$ cat src/rtl/arb_pkg.sv
package arb_pkg;
  typedef enum logic {
    ARB_ROTATE = 1'b0,
    ARB_FIXED  = 1'b1
  } arb_mode_e;
endpackage

$ cat src/rtl/arb_pick_fixed.sv
module arb_pick_fixed #(
  parameter int CHN_BITS = 2,
  localparam int NCH = 1 << CHN_BITS
) (
  input  logic [NCH-1:0]      req,
  output logic                found,
  output logic [CHN_BITS-1:0] idx
);
  function automatic logic [CHN_BITS:0] lowest_set(input logic [NCH-1:0] r);
    logic [CHN_BITS:0] res;
    res = '0;
    for (int k = NCH - 1; k >= 0; k--) begin
      if (r[k]) res = {1'b1, CHN_BITS'(k)};
    end
    return res;
  endfunction

  always_comb begin
    {found, idx} = lowest_set(req);
  end
endmodule

$ cat src/rtl/arb_pick_rotate.sv
module arb_pick_rotate #(
  parameter int CHN_BITS = 2,
  localparam int NCH = 1 << CHN_BITS
) (
  input  logic [NCH-1:0]      req,
  input  logic [CHN_BITS-1:0] last,
  output logic                found,
  output logic [CHN_BITS-1:0] idx
);
  function automatic logic [CHN_BITS:0] search_after(input logic [NCH-1:0] r,
                                                     input logic [CHN_BITS-1:0] l);
    logic [CHN_BITS:0]   res;
    logic [CHN_BITS-1:0] c;
    res = '0;
    for (int k = 1; k <= NCH; k++) begin
      c = l + CHN_BITS'(k);
      if (!res[CHN_BITS] && r[c]) res = {1'b1, c};
    end
    return res;
  endfunction

  always_comb begin
    {found, idx} = search_after(req, last);
  end
endmodule

$ cat src/rtl/arb_grant_reg.sv
module arb_grant_reg #(
  parameter int CHN_BITS = 2,
  localparam int NCH = 1 << CHN_BITS
) (
  input  logic                clk,
  input  logic                srst,
  input  logic                take,
  input  logic [CHN_BITS-1:0] win_idx,
  output logic [NCH-1:0]      grant,
  output logic [CHN_BITS-1:0] grant_chn
);
  always_ff @(posedge clk) begin
    if (srst) begin
      grant     <= '0;
      grant_chn <= '0;
    end else if (take) begin
      grant     <= NCH'(1) << win_idx;
      grant_chn <= win_idx;
    end else begin
      grant     <= '0;
    end
  end

  // pulse never carries more than one channel
  a_r3_onehot: assert property (@(posedge clk) disable iff (srst)
    $onehot0(grant));

  // index agrees with the pulse
  a_r4_chn_matches: assert property (@(posedge clk) disable iff (srst)
    (|grant) |-> grant[grant_chn]);

  // index held between grants
  a_r4_chn_held: assert property (@(posedge clk) disable iff (srst)
    !(|grant) |-> $stable(grant_chn));
endmodule

$ cat src/rtl/prio_arbiter.sv
module prio_arbiter
  import arb_pkg::*;
#(
  parameter arb_mode_e ARB_MODE = ARB_ROTATE,
  parameter int        CHN_BITS = 2,
  localparam int       NCH      = 1 << CHN_BITS
) (
  input  logic                clk,
  input  logic                srst,
  input  logic                arb_en,
  input  logic [NCH-1:0]      req,
  output logic [NCH-1:0]      grant,
  output logic [CHN_BITS-1:0] grant_chn
);
  logic                found;
  logic [CHN_BITS-1:0] win_idx;
  logic                grant_busy;
  logic                take;

  generate
    if (ARB_MODE == ARB_FIXED) begin : g_fixed
      arb_pick_fixed #(.CHN_BITS(CHN_BITS)) u_pick (
        .req   (req),
        .found (found),
        .idx   (win_idx)
      );
    end else begin : g_rotate
      arb_pick_rotate #(.CHN_BITS(CHN_BITS)) u_pick (
        .req   (req),
        .last  (grant_chn),
        .found (found),
        .idx   (win_idx)
      );
    end
  endgenerate

  assign grant_busy = |grant;
  assign take       = arb_en && found && !grant_busy;

  arb_grant_reg #(.CHN_BITS(CHN_BITS)) u_state (
    .clk       (clk),
    .srst      (srst),
    .take      (take),
    .win_idx   (win_idx),
    .grant     (grant),
    .grant_chn (grant_chn)
  );

  // nothing granted when disabled or idle
  a_r6_idle: assert property (@(posedge clk) disable iff (srst)
    (!arb_en || req == '0) |=> grant == '0);

  // a grant is never followed by another one
  a_r7_no_back_to_back: assert property (@(posedge clk) disable iff (srst)
    (|grant) |=> grant == '0);

  // an eligible request is always served at the next edge
  a_r3_served: assert property (@(posedge clk) disable iff (srst)
    (arb_en && req != '0 && grant == '0) |=> (|grant));

  generate
    if (ARB_MODE == ARB_FIXED) begin : g_fixed_chk
      // no lower-numbered channel was requesting
      a_r2_lowest_wins: assert property (@(posedge clk) disable iff (srst)
        (|grant) |-> (($past(req) & (grant - NCH'(1))) == '0));
    end
  endgenerate
endmodule

$ cat config.mk
export PLATFORM = sky130hd
export DESIGN_NAME = prio_arbiter
export DESIGN_NICKNAME = d
export VERILOG_FILES = /design/src/rtl/arb_pkg.sv /design/src/rtl/arb_pick_fixed.sv /design/src/rtl/arb_pick_rotate.sv /design/src/rtl/arb_grant_reg.sv /design/src/rtl/prio_arbiter.sv
export SDC_FILE = /design/constraint.sdc
export NUM_CORES = 1
export LEC_CHECK = 0
export CAP_MARGIN = 20
export CORE_AREA = 2 2 39 41
export CTS_CLUSTER_DIAMETER = 150
export DETAILED_ROUTE_END_ITERATION = 7
export DIE_AREA = 0 0 41 43
export PLACE_DENSITY = 0.51
export SLEW_MARGIN = 5
export SYNTH_ARGS = -nofsm -noshare
export SYNTH_HDL_FRONTEND = slang
export SYNTH_HIERARCHICAL = 1
export SYNTH_SLANG_ARGS = --single-unit
$ cat constraint.sdc
create_clock -name clk -period 1.3 [get_ports clk]
set_clock_uncertainty 0.2 [all_clocks]
set_input_delay 0.26 -clock clk [delete_from_list [all_inputs] [get_ports clk]]
set_output_delay 0.26 -clock clk [all_outputs]
set_load 0.02 [all_outputs]
### Word level (Yosys, flattened, before mapping)

Index checks and enable logic that the tools add are counted.

| storage, ports and cells | value |
|---|---|
| register bits | 6 |
| output and inout bits | 6 |
| logic and storage cells | 34 |

| cells by class | value |
|---|---|
| add/sub/neg operators | 3 |
| magnitude comparators | 4 |
| shift-type cells | 1 |
| multiplexer cells | 12 |
| bitwise gates (word level) | 1 |
| reductions and logical operators | 11 |

Operators with widths:

| kind | count |
|---|---|
| 2-bit by 3-bit less-than comparator with 1-bit output, second input constant | 4 |
| 3-bit 2-to-1 mux | 4 |
| 1-bit binary-select mux with 2-bit select | 4 |
| 1-bit logical AND | 5 |
| 2-bit adder, second input constant | 2 |
| 1-bit logical NOT | 4 |
| 1-bit 2-to-1 mux | 4 |
| 4-bit OR reduction | 1 |
| 1-bit by 2-bit << shifter with 4-bit output, first input constant | 1 |
| 2-bit by 1-bit adder with 2-bit output, second input constant | 1 |
| 2-bit OR reduction | 1 |
| 1-bit inverter | 1 |

### Depth between registers and ports, before layout

| logic depth | value |
|---|---|
| depth after elaboration | 17 |
| mapped depth | 5 |
| mapped depth without buffers | 5 |

### Hierarchy

Netlist, hierarchy kept.

Modules (own cells, without submodules):

| module | instances | cells an instance | area each (sq um) |
|---|---|---|---|
| arb_grant_reg | 1 | 17 | 183.9 |
| arb_pick_rotate | 1 | 14 | 91.3 |
| prio_arbiter | 1 | 2 | 12.5 |

### Worst setup path before layout

OpenSTA, ideal clock, no wires.

| timing path | value |
|---|---|
| kind | reg2reg |
| start | register u_state.grant_chn[1] |
| end | register u_state.grant_chn[0] |
| library setup time | 0.114 ns |
| arrival | 1.100 ns |
| data required time | 0.986 ns |
| setup slack | -0.114 ns |
| stages on the path, launching flop included | 5 |
| clock period less this slack | 1.414 ns |
| cell sequence | dfxtp_1 -> mux2i_1 -> o221ai_2 -> mux2i_1 -> nor2_1 |

| between the ends | value |
|---|---|
| elaborated cells on any way between the ends | 23 |

RTL lines:

| item | line | RTL |
|---|---|---|
| start, declared | arb_grant_reg.sv:10 | `output logic [CHN_BITS-1:0] grant_chn` |
| start signal, assigned | arb_grant_reg.sv:18 | `grant_chn <= win_idx;` |
| 2-bit by 1-bit adder with 2-bit output | arb_pick_rotate.sv:16 | `c = l + CHN_BITS'(k);` |
| 1-bit binary-select mux with 2-bit select | arb_pick_rotate.sv:17 | `if (!res[CHN_BITS] && r[c]) res = {1'b1, c};` |
| 1-bit 2-to-1 mux (not written as such) | arb_pick_rotate.sv:17 |  |
| 3-bit 2-to-1 mux | arb_pick_rotate.sv:17 |  |
| 1-bit logical NOT | arb_pick_rotate.sv:17 |  |
| 1-bit logical AND | arb_pick_rotate.sv:17 |  |
| 3-bit 2-to-1 mux | arb_pick_rotate.sv:17 |  |
| 1-bit logical NOT | arb_pick_rotate.sv:17 |  |
| 1-bit logical AND | arb_pick_rotate.sv:17 |  |
| 3-bit 2-to-1 mux | arb_pick_rotate.sv:17 |  |
| 1-bit logical NOT | arb_pick_rotate.sv:17 |  |
| 1-bit logical AND | arb_pick_rotate.sv:17 |  |
| 3-bit 2-to-1 mux (*) | arb_pick_rotate.sv:17 |  |
| net win_idx[0] | prio_arbiter.sv:16 | `logic [CHN_BITS-1:0] win_idx;` |

Mark *: on every way through the listed nets, which the timed path passes. The rest lies on a longest branch. The select of a mux whose other input is x is not followed.
A chain may end at the register's enable or synchronous reset.

### Worst setup path after layout

Same ends and word-level chain as after synthesis.

==> results.md <==
- Status: finished with violations
- Failing checks: setup timing
- Peak supply drop: around 0.39 mV
- Final period util: 1.04
- Synth Instances: 33
- 1st-iter DRT viols: 2
- HPWL after DPL: around 530 um
- Register area share after synthesis: 0.417
- Worst slew pin tran: 313 ps
- Root Buffer: clkbuf_4
- Via count: just over 300
- Antenna violations before repair: 0
- Post-CTS Setup Bufs: 0
- I/O Pins: 13
- Final Util: 0.360
- WP data required: 1240 ps
- Leading area contributor after synthesis: dfxtp_1
- Clock insertion delay at the later pin of the skew report: 240 ps
- Worst EP arrival: ~1300 ps
- Gpl congestion: roughly 0.7
- Slew Limit Headroom: 0.791
- Final setup viols: 6
- Filler cells: 146
- Synth unique cells: 15
- Commonest non-fill, non-tap cells in the layout: nand2b_1, nor2_1, buf_4, buf_2
- Vias in the first global route: 282
- Final hold viol count: 0
- Site row count: 14
- Xor/xnor share of the synthesized area: 0
- PwrDens: roughly 1100 nW/um^2
- Post-Place Setup Slack: -472 ps
- Tot GR Track Use: 0.0955
- Post-synthesis mux area share: 0.0696
- Final WL: between 600 and 700 um
- GRT overflow: 0
- Die Width: about 40 um
- Wire length on met1: 305 um
- Pin count of the biggest net entering global routing: 6
- Synthesis-to-finish area growth: 73.0%
- Crit path kind: reg2reg
- Worst hold path type: reg2reg
- Synth Area in Compound Gates: 0.157
- #FFs+latches synth: 6
- First-pass iteration count of the detailed router: 2
- Syn nets: 40
- Die area: 1760 um^2
- Layout cells sized above 1: 0.481
- CP max FO: 5
- Cts bufs inserted: 3
- Mean Syn Cell Area: between 8 and 9 um^2
- Leak: around 0.22 nW
- Synth Area in Adders: 0
- Achievable frequency: ~740 MHz
- DR vias/cell: between 4 and 5
- DR top layer: met3
- Yosys top cell area share: 0.417
- CTS tree: yes
- Crit end category: register
- Total negative slack: -166 ps
- Cell Area, Synth: between 200 and 300 um^2
- First-pass GRT wire length: 1110 um
- DRC Markers: 0
- Initial Utilization: 0.208
- WL met3: ~10 um
- Clk buf depth: 2
- Clock Pin Slew Worst Setup and Hold Paths: approximately 50 ps
- Simple-gate share of the synthesized area: 0.343
- Die Y: around 43 um
- Setup crit start kind: register
- Total Power: 0.000537 W
- Main combinational cell family by area after synthesis: simple AND/OR/NAND/NOR gates
- RSZ-0062 raised after global routing: true
- H-tree depth: 1
- Antenna fix cells: 0
- Slack of the critical path: -45.7 ps
- Final Slew Violations: 0
- Layout Nets: 63
- Core area: ~1400 um^2
- Antenna-violating nets left: 0
- Synth top area cells: dfxtp_1, nand2b_1, mux2i_1, nor2_1, a21oi_1
- Port bufs: 12
- WL per Instance: 9.97 um
- Met2 wire length: roughly 380 um
- Final Critical Period: about 1300 ps
- Max Cap Viol: 0
- Synth warn: 6
- CTS Sinks: 6
==> registers in the layout (all words and copies together) (netlist names) <==
name,cells
u_state/grant_chn,2
u_state/grant,4
==> repair_timing <==
action,in CTS,in global routing
pin swaps,2,4
setup endpoints to repair,12,8
gates resized for setup,27,8
hold buffers,0,0
==> metrics by stage <==
stage	instances	hold slack, ps	cell area [um^2]
floorplan	33	122	292
global placement	67	425	477
detailed placement	67	419	477
CTS	70	425	489
global route	70	453	498
finish	70	423	498
==> path summary, 6_finish.rpt <==
check / start / slack (ps) / cells after the start / end
worst max-delay path: u_state/grant_chn[1]$_SDFFE_PP0P_ / -50 / 5 / u_state/grant_chn[0]$_SDFFE_PP0P_
worst min-delay path: u_state/grant_chn[0]$_SDFFE_PP0P_ / 420 / 3 / u_state/grant_chn[0]$_SDFFE_PP0P_
worst max register to register: u_state/grant_chn[1]$_SDFFE_PP0P_ / -50 / 5 / u_state/grant_chn[0]$_SDFFE_PP0P_
worst min register to register: u_state/grant_chn[0]$_SDFFE_PP0P_ / 420 / 3 / u_state/grant_chn[0]$_SDFFE_PP0P_
==> metal layers <==
| layer | track usage | vias up |
|---|---|---|
| met5 | 0 | - |
| met4 | 0.0800 | 0 |
| met3 | 0.0314 | 0 |
| met2 | 0.131 | 1 |
| met1 | 0.113 | 149 |
| li1 | - | 160 |
==> worst max-delay path: stages (launching register included) <==
cell and delay (ps):
dfxtp_4 360, buf_6 100, mux2i_2 200, o221ai_2 170
mux2i_1 160, nor2_1 50
==> cells by family after synthesis <==
| family | Yosys count |
|---|---|
| simple gates | 18 |
| compound gates | 6 |
| flops | 6 |
| mux | 2 |
| buf+inv | 1 |
==> synthesized netlist by cell type, drive strengths merged <==
| library cell | n |
|---|---|
| dfxtp | 6 |
| nand2b | 6 |
| nor2 | 5 |
| a21oi | 4 |
| mux2i | 2 |
| nand2 | 2 |
| nor3 | 2 |
| a31oi | 1 |
| and2b | 1 |
| and3 | 1 |
| inv | 1 |
| nor4 | 1 |
| o221ai | 1 |
==> layout make-up <==
cell class | instances | area [um^2] | area share
sequential | 6 | 126 | 0.254
tap | 16 | 20.0 | 0.0402
inverter | 1 | 3.75 | 0.00754
clock buffer | 3 | 22.5 | 0.0452
multi-input combinational | 26 | 190 | 0.382
timing repair buffer | 18 | 135 | 0.271
==> power breakdown <==
group	switching (W)	total, W	internal, W
sequential	0.00000943	0.000208	0.000198
clock	0.0000647	0.000169	0.000104
combinational	0.0000779	0.000160	0.0000826
Power figures use the tool's default switching activity.
